==> config.mk <==
export PLATFORM = sky130hd
export DESIGN_NAME = reorder_buffer
export DESIGN_NICKNAME = d
export VERILOG_FILES = /design/src/rtl/rob_pkg.sv /design/src/rtl/rob_ptrs.sv /design/src/rtl/rob_entries.sv /design/src/rtl/rob_retire.sv /design/src/rtl/reorder_buffer.sv
export SDC_FILE = /design/constraint.sdc
export NUM_CORES = 1
export LEC_CHECK = 0
export BUFFER_PORTS_ARGS = -buffer_cell sky130_fd_sc_hd__buf_2
export CAP_MARGIN = 5
export CORE_MARGIN = 2
export CORE_UTILIZATION = 40
export CTS_CLUSTER_DIAMETER = 50
export DETAILED_ROUTE_END_ITERATION = 8
export PLACE_DENSITY = 0.69
export SKIP_LAST_GASP = 1
export SLEW_MARGIN = 20
export SYNTH_ARGS = -nofsm -noshare
export SYNTH_HDL_FRONTEND = slang
export SYNTH_SLANG_ARGS = --single-unit
==> constraint.sdc <==
create_clock -name clk -period 3.3 [get_ports clk]
set_input_delay 0 -clock clk [delete_from_list [all_inputs] [get_ports clk]]
set_output_delay 0 -clock clk [all_outputs]
set_load 0.05 [all_outputs]
==> src/rtl/rob_pkg.sv <==
package rob_pkg;
  typedef enum logic [1:0] {
    K_ALU    = 2'd0,
    K_LOAD   = 2'd1,
    K_STORE  = 2'd2,
    K_BRANCH = 2'd3
  } op_kind_t;

  typedef enum logic [1:0] {
    D_NONE = 2'd0,
    D_REG  = 2'd1,
    D_MEM  = 2'd2
  } dst_kind_t;
endpackage

==> src/rtl/rob_ptrs.sv <==
module rob_ptrs #(
  parameter int DEPTH = 8,
  localparam int IDX_W = $clog2(DEPTH)
) (
  input  logic             clk,
  input  logic             rst_n,
  input  logic             alloc_fire,
  input  logic             retire_fire,
  input  logic             flush,
  output logic [IDX_W-1:0] head_idx,
  output logic [IDX_W-1:0] tail_idx,
  output logic             full,
  output logic [IDX_W:0]   count
);
  localparam logic [IDX_W:0] FULL_CNT = (IDX_W+1)'(DEPTH);

  logic [IDX_W:0] head_q, tail_q;

  // Pointer step with wrap bit; DEPTH is a power of two.
  function automatic logic [IDX_W:0] bump(input logic [IDX_W:0] p);
    return p + (IDX_W+1)'(1);
  endfunction

  function automatic logic [IDX_W:0] span(input logic [IDX_W:0] h, input logic [IDX_W:0] t);
    return t - h;
  endfunction

  always_ff @(posedge clk or negedge rst_n) begin
    if (!rst_n) begin
      head_q <= '0;
      tail_q <= '0;
    end else if (flush) begin
      head_q <= '0;
      tail_q <= '0;
    end else begin
      if (alloc_fire)  tail_q <= bump(tail_q);
      if (retire_fire) head_q <= bump(head_q);
    end
  end

  assign head_idx = head_q[IDX_W-1:0];
  assign tail_idx = tail_q[IDX_W-1:0];
  assign count    = span(head_q, tail_q);
  assign full     = (count == FULL_CNT);

  a_r9_count_bound: assert property (@(posedge clk) disable iff (!rst_n)
    count <= FULL_CNT);
  a_r3_no_grow_when_full: assert property (@(posedge clk) disable iff (!rst_n)
    full |-> !alloc_fire);
endmodule

==> src/rtl/rob_entries.sv <==
module rob_entries #(
  parameter int DEPTH  = 8,
  parameter int DATA_W = 16,
  parameter int DST_W  = 8,
  localparam int IDX_W = $clog2(DEPTH)
) (
  input  logic              clk,
  input  logic              rst_n,
  input  logic              alloc_fire,
  input  logic [IDX_W-1:0]  tail_idx,
  input  logic [1:0]        alloc_kind,
  input  logic [1:0]        alloc_dkind,
  input  logic [DST_W-1:0]  alloc_dst,
  input  logic              cmp_valid,
  input  logic [IDX_W-1:0]  cmp_tag,
  input  logic [DATA_W-1:0] cmp_value,
  input  logic              cmp_excp,
  input  logic              cmp_mispred,
  input  logic              retire_fire,
  input  logic [IDX_W-1:0]  head_idx,
  input  logic              flush,
  output logic              head_valid,
  output logic              head_done,
  output logic              head_excp,
  output logic              head_mispred,
  output logic [1:0]        head_kind,
  output logic [1:0]        head_dkind,
  output logic [DST_W-1:0]  head_dst,
  output logic [DATA_W-1:0] head_value
);
  logic [DEPTH-1:0]  valid_q, done_q, excp_q, misp_q;
  logic [DEPTH-1:0]  slot_alloc, slot_cmp, slot_retire;
  logic [1:0]        kind_q  [DEPTH];
  logic [1:0]        dkind_q [DEPTH];
  logic [DST_W-1:0]  dst_q   [DEPTH];
  logic [DATA_W-1:0] val_q   [DEPTH];

  // Per-slot event decode, brought out as named wires.
  for (genvar g = 0; g < DEPTH; g++) begin : g_slot
    assign slot_alloc[g]  = alloc_fire  && (tail_idx == IDX_W'(g));
    assign slot_cmp[g]    = cmp_valid   && (cmp_tag  == IDX_W'(g)) && valid_q[g];
    assign slot_retire[g] = retire_fire && (head_idx == IDX_W'(g));
  end

  always_ff @(posedge clk or negedge rst_n) begin
    if (!rst_n) begin
      valid_q <= '0;
      done_q  <= '0;
      excp_q  <= '0;
      misp_q  <= '0;
      for (int i = 0; i < DEPTH; i++) begin
        kind_q[i]  <= '0;
        dkind_q[i] <= '0;
        dst_q[i]   <= '0;
        val_q[i]   <= '0;
      end
    end else if (flush) begin
      valid_q <= '0;
      done_q  <= '0;
    end else begin
      for (int i = 0; i < DEPTH; i++) begin
        if (slot_alloc[i]) begin
          valid_q[i] <= 1'b1;
          done_q[i]  <= 1'b0;
          excp_q[i]  <= 1'b0;
          misp_q[i]  <= 1'b0;
          kind_q[i]  <= alloc_kind;
          dkind_q[i] <= alloc_dkind;
          dst_q[i]   <= alloc_dst;
        end else if (slot_retire[i]) begin
          valid_q[i] <= 1'b0;
          done_q[i]  <= 1'b0;
        end else if (slot_cmp[i]) begin
          done_q[i] <= 1'b1;
          excp_q[i] <= cmp_excp;
          misp_q[i] <= cmp_mispred;
          val_q[i]  <= cmp_value;
        end
      end
    end
  end

  assign head_valid   = valid_q[head_idx];
  assign head_done    = done_q[head_idx];
  assign head_excp    = excp_q[head_idx];
  assign head_mispred = misp_q[head_idx];
  assign head_kind    = kind_q[head_idx];
  assign head_dkind   = dkind_q[head_idx];
  assign head_dst     = dst_q[head_idx];
  assign head_value   = val_q[head_idx];

  a_r4_done_implies_valid: assert property (@(posedge clk) disable iff (!rst_n)
    (done_q & ~valid_q) == '0);
  a_r2_alloc_into_free_slot: assert property (@(posedge clk) disable iff (!rst_n)
    $onehot0(slot_alloc) && ((slot_alloc & valid_q) == '0));
endmodule

==> src/rtl/rob_retire.sv <==
module rob_retire #(
  parameter int DATA_W = 16,
  parameter int DST_W  = 8
) (
  input  logic              clk,
  input  logic              rst_n,
  input  logic              head_valid,
  input  logic              head_done,
  input  logic              head_excp,
  input  logic              head_mispred,
  input  logic [1:0]        head_kind,
  input  logic [1:0]        head_dkind,
  input  logic [DST_W-1:0]  head_dst,
  input  logic [DATA_W-1:0] head_value,
  output logic              retire_fire,
  output logic              reg_we,
  output logic [DST_W-1:0]  reg_idx,
  output logic [DATA_W-1:0] reg_data,
  output logic              mem_we,
  output logic [DST_W-1:0]  mem_addr,
  output logic [DATA_W-1:0] mem_data,
  output logic              excp_valid,
  output logic              flush
);
  import rob_pkg::*;

  logic clean, redirect;

  assign retire_fire = head_valid && head_done;
  assign clean       = retire_fire && !head_excp;
  assign redirect    = clean && (head_kind == K_BRANCH) && head_mispred;

  assign reg_we     = clean && (head_dkind == D_REG);
  assign mem_we     = clean && (head_dkind == D_MEM);
  assign reg_idx    = head_dst;
  assign mem_addr   = head_dst;
  assign reg_data   = head_value;
  assign mem_data   = head_value;
  assign excp_valid = retire_fire && head_excp;
  assign flush      = excp_valid || redirect;

  a_r6_single_write: assert property (@(posedge clk) disable iff (!rst_n)
    $onehot0({reg_we, mem_we, excp_valid}));
  a_r5_write_needs_done: assert property (@(posedge clk) disable iff (!rst_n)
    (reg_we || mem_we) |-> (head_valid && head_done));
endmodule

==> src/rtl/reorder_buffer.sv <==
module reorder_buffer #(
  parameter int DEPTH  = 8,
  parameter int DATA_W = 16,
  parameter int DST_W  = 8,
  localparam int IDX_W = $clog2(DEPTH)
) (
  input  logic              clk,
  input  logic              rst_n,
  input  logic              alloc_valid,
  input  logic [1:0]        alloc_kind,
  input  logic [1:0]        alloc_dkind,
  input  logic [DST_W-1:0]  alloc_dst,
  output logic              alloc_ready,
  output logic [IDX_W-1:0]  alloc_tag,
  input  logic              cmp_valid,
  input  logic [IDX_W-1:0]  cmp_tag,
  input  logic [DATA_W-1:0] cmp_value,
  input  logic              cmp_excp,
  input  logic              cmp_mispred,
  output logic              reg_we,
  output logic [DST_W-1:0]  reg_idx,
  output logic [DATA_W-1:0] reg_data,
  output logic              mem_we,
  output logic [DST_W-1:0]  mem_addr,
  output logic [DATA_W-1:0] mem_data,
  output logic              excp_valid,
  output logic [IDX_W-1:0]  excp_tag,
  output logic              flush,
  output logic [IDX_W:0]    occupancy
);
  logic              full, alloc_fire, retire_fire;
  logic [IDX_W-1:0]  head_idx, tail_idx;
  logic              head_valid, head_done, head_excp, head_mispred;
  logic [1:0]        head_kind, head_dkind;
  logic [DST_W-1:0]  head_dst;
  logic [DATA_W-1:0] head_value;

  assign alloc_ready = !full && !flush;
  assign alloc_fire  = alloc_valid && alloc_ready;
  assign alloc_tag   = tail_idx;
  assign excp_tag    = head_idx;

  rob_ptrs #(.DEPTH(DEPTH)) u_ptrs (
    .clk(clk), .rst_n(rst_n),
    .alloc_fire(alloc_fire), .retire_fire(retire_fire), .flush(flush),
    .head_idx(head_idx), .tail_idx(tail_idx), .full(full), .count(occupancy)
  );

  rob_entries #(.DEPTH(DEPTH), .DATA_W(DATA_W), .DST_W(DST_W)) u_entries (
    .clk(clk), .rst_n(rst_n),
    .alloc_fire(alloc_fire), .tail_idx(tail_idx),
    .alloc_kind(alloc_kind), .alloc_dkind(alloc_dkind), .alloc_dst(alloc_dst),
    .cmp_valid(cmp_valid), .cmp_tag(cmp_tag), .cmp_value(cmp_value),
    .cmp_excp(cmp_excp), .cmp_mispred(cmp_mispred),
    .retire_fire(retire_fire), .head_idx(head_idx), .flush(flush),
    .head_valid(head_valid), .head_done(head_done), .head_excp(head_excp),
    .head_mispred(head_mispred), .head_kind(head_kind), .head_dkind(head_dkind),
    .head_dst(head_dst), .head_value(head_value)
  );

  rob_retire #(.DATA_W(DATA_W), .DST_W(DST_W)) u_retire (
    .clk(clk), .rst_n(rst_n),
    .head_valid(head_valid), .head_done(head_done), .head_excp(head_excp),
    .head_mispred(head_mispred), .head_kind(head_kind), .head_dkind(head_dkind),
    .head_dst(head_dst), .head_value(head_value),
    .retire_fire(retire_fire),
    .reg_we(reg_we), .reg_idx(reg_idx), .reg_data(reg_data),
    .mem_we(mem_we), .mem_addr(mem_addr), .mem_data(mem_data),
    .excp_valid(excp_valid), .flush(flush)
  );

  // Occupancy from the pointers must agree with the slot flags.
  a_r9_occ_matches_head: assert property (@(posedge clk) disable iff (!rst_n)
    (occupancy != '0) == head_valid);
  a_r7_flush_empties: assert property (@(posedge clk) disable iff (!rst_n)
    flush |=> (occupancy == '0) && !reg_we && !mem_we);
endmodule

==> impl_metrics.ini, run 1 <==
[status]
run_status = complete, no violations

[clock_tree]
root_buffer = sky130_fd_sc_hd__clkbuf_16
cts_sinks = 264
clock_insertion_delay_worst_skew_ns = 0.55
clkSlewWorstSetupHoldPaths_ns = 0.06
h_tree_depth = 1
cts_made_buffers = 28
cts.repair_timing.setup_buffer_count = 0
cts_tree = built
cts_max_path_buffers = 3

[global_routing]
gr-usage-all-layers_pct = 17.6
first_pass_grt_wire_length_mm = 46.1
globalRouteOverflowTotal = 0
antenna_found_initial = 1
pin_count_of_the_biggest_net_entering_global_routing = 95
grt_pass1_vias = 8390

[sta]
finalWorstSetupSlack_ns = 0.215
slew_headroom_pct = 54.7
post-route-min-period_ns = 3.09
timing.final.hold_violations = 0
fin_tns_setup_ns = 0
setup-violations-final = 0
report.final.slew_viol_count = 0
fmaxAchievable_mhz = 324
clock-skew-final_ns = 0.0283
worstMarginPinSlew_ns = 0.679
timing.final.crit_share_pct = 93.5
grt_setup_unrepaired = no

[route]
aggregate_routed_wire_length_mm = 28.4
first_iter_violations = 381
drt_first_pass_iters = 4
detail_route.wl_per_cell_um = 19.4
drt.antenna.violating_nets = 0
num_vias = 7863
route.detailed.vias_per_inst = 5.37
drc = 0

[synth]
netlist-cell-type-count = 49
synth_area_um2 = 12700
syn-mean-instance-area_um2 = 13.8
synthesis.instances = 918
synth-edff-count = 0
synthesis_warnings = 0
synth_largest_area_cell = sky130_fd_sc_hd__dfrtp_1
synthTopCellsByArea = sky130_fd_sc_hd__dfrtp_1 (52%), sky130_fd_sc_hd__mux2_2 (18%), sky130_fd_sc_hd__mux4_2 (10%)
yosysTopAreaCellShare_pct = 52.2
synth-async-reset-ratio_pct = 100
synth_seq_cells = 264
synth_nets = 971
predominant_post_synthesis_flop_cell = sky130_fd_sc_hd__dfrtp_1
synth-seq-area-share_pct = 52.2

[die]
fp.dieW_um = 182
core.rowCount = 65
io_pins = 100
starting_density_of_the_core_pct = 40.3
core_um2 = 31400
die-area_um2 = 33100
die_h_um = 182

[setup_path]
crit_reg_reg_startpoint = u_ptrs.tail_q[0]
worstSetupStartpointType = flop
worst-endpoint-arrival_ns = 3.50
r2r_cells = 10
cpPeakStageDelay_ns = 0.45
worstSetupPathType = flop to flop
reg2reg_to = u_entries.val_q[58]
critical_path.cell_chain = inv_1 > ha_1 > fa_1 > xnor2_4 > nor3_2 > nand3_2 > and4_1 > nor3b_2 > buf_12 > mux2_2
worst-path-max-fanout = 16
crit_path_end_kind = flop
critical_path_required_ns = 3.71
slowest_stage = sky130_fd_sc_hd__fa_1
reg2reg_slack_ns = 0.21

[layout]
nNetsFinal = 1094
layout.filler_cells = 2739
post-route-util_pct = 47.3
mostFrequentLayoutCell = sky130_fd_sc_hd__dfrtp_1
drive_above_1_share_pct = 44.0
most-common-layout-cells = sky130_fd_sc_hd__dfrtp_1 (261), sky130_fd_sc_hd__mux2_2 (203), sky130_fd_sc_hd__nand2_1 (100)
area_growth_syn_to_layout_pct = 17.4

[hold_path]
min_path_type = primary input to asynchronous set/reset pin

[placed_design]
place_ws_ns = 0.138
global_placer_s_final_weighted_congestion = 0.900
detailed_place_hpwl_mm = 18.4
number_of_i_o_port_buffers = 99

[flow_run]
maxCapViolCount = 0
worst max path at each step:
stage                     startpoint              endpoint  slack, ns  depth (start not counted)
floorplan           u_ptrs.head_q[2]  u_entries.val_q[101]      0.007                         13
global placement    u_ptrs.tail_q[0]   u_entries.val_q[54]       0.27                         10
detailed placement  u_ptrs.tail_q[0]   u_entries.val_q[58]       0.14                         10
CTS                 u_ptrs.head_q[0]                 flush       0.05                          8
global route        u_ptrs.tail_q[0]   u_entries.val_q[52]       0.08                         10
finish              u_ptrs.tail_q[0]   u_entries.val_q[58]       0.21                         10
final cells by class:
type | count | area (µm²) | share of cell area (%)
repair buffers | 172 | 1180 | 7.93
clock buffers | 40 | 837 | 5.63
clock inverters | 10 | 120 | 0.808
inverters | 12 | 47.5 | 0.320
diodes | 1 | 2.50 | 0.0168
well taps | 402 | 503 | 3.38
multi-input cells | 563 | 5560 | 37.4
flip-flops and latches | 264 | 6610 | 44.5
state kept, by name, indices dropped and copies added, names as in the netlist:
register / flops
u_ptrs.tail_q: 4
u_entries.valid_q: 8
u_entries.val_q: 128
u_entries.done_q: 8
u_entries.misp_q: 8
u_entries.dst_q: 64
u_ptrs.head_q: 4
u_entries.kind_q: 16
u_entries.dkind_q: 16
u_entries.excp_q: 8
repair_timing:
action / 4_1_cts / 5_1_grt
hold buffers: 35 / 0
resized for setup: 0 / 4
endpoints found under the setup margin: 0 / 31
hold endpoints to repair: 330 / 0
cell usage after synthesis, types with 13 or more instances:
library cell               instances
sky130_fd_sc_hd__nand3_1          15
sky130_fd_sc_hd__o21ai_0          13
sky130_fd_sc_hd__nand2_1         102
sky130_fd_sc_hd__mux2i_1          15
sky130_fd_sc_hd__nor2_1           33
sky130_fd_sc_hd__mux2_1           22
sky130_fd_sc_hd__mux4_2           57
sky130_fd_sc_hd__mux2_2          203
sky130_fd_sc_hd__ha_1             15
sky130_fd_sc_hd__buf_4            36
sky130_fd_sc_hd__buf_2            16
sky130_fd_sc_hd__dfrtp_1         264
sky130_fd_sc_hd__clkbuf_1         14
worst max-delay path: cells and delay by family (launching register included):
kind,cells,cell delay [ns]
simple gates,4,1.01
mux,1,0.34
flops,1,0.40
fa+ha+maj,2,0.70
buf+inv,2,0.33
xor+xnor,1,0.18
per-stage QoR:
stage | instance area (µm²) | cells | hold WS, ns
6_report | 14900 | 1464 | 0.0364
3_3_place_gp | 13500 | 1378 | 0.0500
2_1_floorplan | 12700 | 918 | -0.296
5_1_grt | 14900 | 1464 | 0.0879
4_1_cts | 14900 | 1463 | 0.0691
3_5_place_dp | 13500 | 1378 | 0.0496
kinds of logic (layout without fill, tap and decap cells):
| logic type | Yosys count | in the layout | share of synthesized area, % |
|---|---|---|---|
| xor gates and xnor gates | 5 | 5 | 0.346 |
| buffers and inverters | 91 | 234 | 4.16 |
| AOI/OAI and AO/OA | 53 | 53 | 3.39 |
| other | 0 | 1 | 0 |
| DFF | 264 | 264 | 52.2 |
| and+or+nand+nor | 191 | 191 | 6.74 |
| adders and majority gates | 16 | 16 | 1.64 |
| muxes | 298 | 298 | 31.5 |
per-layer routing:
layer / global-route usage [%] / wire length (µm) / part of all wire, %
met2: 28.5 / 13400 / 47
met3: 2.79 / 1520 / 5.3
met5: 0 / 0 / 0
met1: 24.3 / 12800 / 45
met4: 5.68 / 689 / 2.4
Power of run 1 is not shown: default switching activity piles up to over one toggle a cycle in this logic, so the estimate is an artifact.
==> inputs of run 2 (changes only) <==
--- a/config.mk
+++ b/config.mk
@@ -11,7 +11,6 @@
 export CORE_UTILIZATION = 40
 export CTS_CLUSTER_DIAMETER = 50
 export DETAILED_ROUTE_END_ITERATION = 8
-export PLACE_DENSITY = 0.69
 export SKIP_LAST_GASP = 1
 export SLEW_MARGIN = 20
 export SYNTH_ARGS = -nofsm -noshare
==> run 2 against run 1 <==
Compared with the run above: setup slack worse by 0.027 ns; largest cell class unchanged; cell count up 0.41%; final area up 0.84%; critical path type unchanged; count of clock-buffer cells in the layout up 6.
==> impl_metrics.ini, run 2 (same netlist as run 1, synthesis figures left out) <==
[die]
starting_density_of_the_core_pct = 40.3
core.rowCount = 65
core_um2 = 31400
die_h_um = 182
die-area_um2 = 33100
fp.dieW_um = 182
io_pins = 100

[hold_path]
worst_hold_startpoint = cmp_tag[0]
min_path_type = primary input to flop

[setup_path]
startpoint_of_the_worst_setup_timing_path = u_ptrs.tail_q[0]
crit_path_end_kind = flop
worstSetupPathType = flop to flop
worstSetupStartpointType = flop
worst-path-max-fanout = 16
reg2reg_slack_ns = 0.19
crit_reg_reg_startpoint = u_ptrs.tail_q[0]
worst-endpoint-arrival_ns = 3.48
critical_path_required_ns = 3.67

[route]
drt.antenna.violating_nets = 0
num_vias = 7850
aggregate_routed_wire_length_mm = 28.7
detail_route.wl_per_cell_um = 19.5
route.detailed.vias_per_inst = 5.34
drc = 0
drt_first_pass_iters = 5
first_iter_violations = 449

[global_routing]
grt_pass1_vias = 8150
first_pass_grt_wire_length_mm = 46.8
gr-usage-all-layers_pct = 17.9
pin_count_of_the_biggest_net_entering_global_routing = 107
globalRouteOverflowTotal = 0
antenna_found_initial = 0

[sta]
grt_setup_unrepaired = no
report.final.slew_viol_count = 0
timing.final.hold_violations = 0
worstMarginPinSlew_ns = 0.818
setup-violations-final = 0
post-route-min-period_ns = 3.11
timing.final.crit_share_pct = 94.3
fmaxAchievable_mhz = 321
clock-skew-final_ns = 0.0225
slew_headroom_pct = 45.5
fin_tns_setup_ns = 0

[layout]
antenna-diode-count = 0
most-common-layout-cells = sky130_fd_sc_hd__dfrtp_1 (261), sky130_fd_sc_hd__mux2_2 (203), sky130_fd_sc_hd__nand2_1 (100)
mostFrequentLayoutCell = sky130_fd_sc_hd__dfrtp_1
layout.filler_cells = 2779
largest_registers = u_entries.val_q: 128 flops, u_entries.dst_q: 64 flops
largest-register = u_entries.val_q
largest_register_ffs = 128
area_growth_syn_to_layout_pct = 18.4
nNetsFinal = 1099
drive_above_1_share_pct = 44.3

[placed_design]
number_of_i_o_port_buffers = 99
global_placer_s_final_weighted_congestion = 0.863
detailed_place_hpwl_mm = 18.5

[clock_tree]
cts_made_buffers = 34
clock_insertion_delay_worst_skew_ns = 0.50
cts_sinks = 264
root_buffer = sky130_fd_sc_hd__clkbuf_16
cts_tree = built
h_tree_depth = 2
clkSlewWorstSetupHoldPaths_ns = 0.06
cts_max_path_buffers = 3

[status]
run_status = complete, no violations

[flow_run]
maxCapViolCount = 0
run 2: worst paths after layout:
kind,end,cells after the start
worst max register to register,u_entries.val_q[49],10
worst max-delay path,u_entries.val_q[49],10
max in group asynchronous,u_entries.val_q[72],3
worst min-delay path,u_entries.done_q[2],6
min in group asynchronous,u_entries.dst_q[37],2
worst min register to register,u_entries.val_q[89],1
run 2: what timing repair did:
action / in CTS / in global routing
pin swaps: 0 / 1
setup buffers: 0 / 3
hold endpoints to repair: 347 / 0
hold buffers: 32 / 0
resized for setup: 1 / 1
endpoints found under the setup margin: 2 / 38
run 2: layer usage:
metal  GRT usage, %  vias to the layer above  wire, µm
met5              0                        -         0
met4           4.84                        0       624
met3           2.65                       45      1220
met2           28.4                      176     13300
met1           25.9                     4061     13600
li1               -                     3568         -
run 2: stage by stage:
step                cells  util [%]  setup WS, ns  hold WS, ns  cell area (µm²)
detailed placement   1377      43.2        0.0993        0.124            13500
global route         1470      47.7      0.000177       0.0750            15000
CTS                  1467      47.7        0.0690       0.0346            15000
floorplan             918         -       0.00674       -0.296            12700
global placement     1377      43.2        0.0689        0.123            13500
finish               1470      47.7         0.188       0.0479            15000
run 2: layout make-up:
type | instances | area [µm²] | share of cell area, %
Clock buffer | 46 | 947 | 6.32
Clock inverter | 12 | 143 | 0.952
Inverter | 12 | 45.0 | 0.301
Multi-Input combinational cell | 563 | 5560 | 37.1
Sequential cell | 264 | 6610 | 44.1
Tap cell | 402 | 503 | 3.36
Timing Repair Buffer | 171 | 1180 | 7.85
run 2: critical path, cell delays in order, from the launching register on:
cell and delay (ns):
sky130_fd_sc_hd__dfrtp_1 0.40, sky130_fd_sc_hd__inv_1 0.13, sky130_fd_sc_hd__ha_1 0.26, sky130_fd_sc_hd__fa_1 0.46
sky130_fd_sc_hd__xnor2_4 0.18, sky130_fd_sc_hd__nor3_2 0.17, sky130_fd_sc_hd__nand3_2 0.20, sky130_fd_sc_hd__and4_1 0.34
sky130_fd_sc_hd__nor3b_2 0.30, sky130_fd_sc_hd__buf_12 0.20, sky130_fd_sc_hd__mux2_2 0.34
Power of run 2 is left out for the same reason.
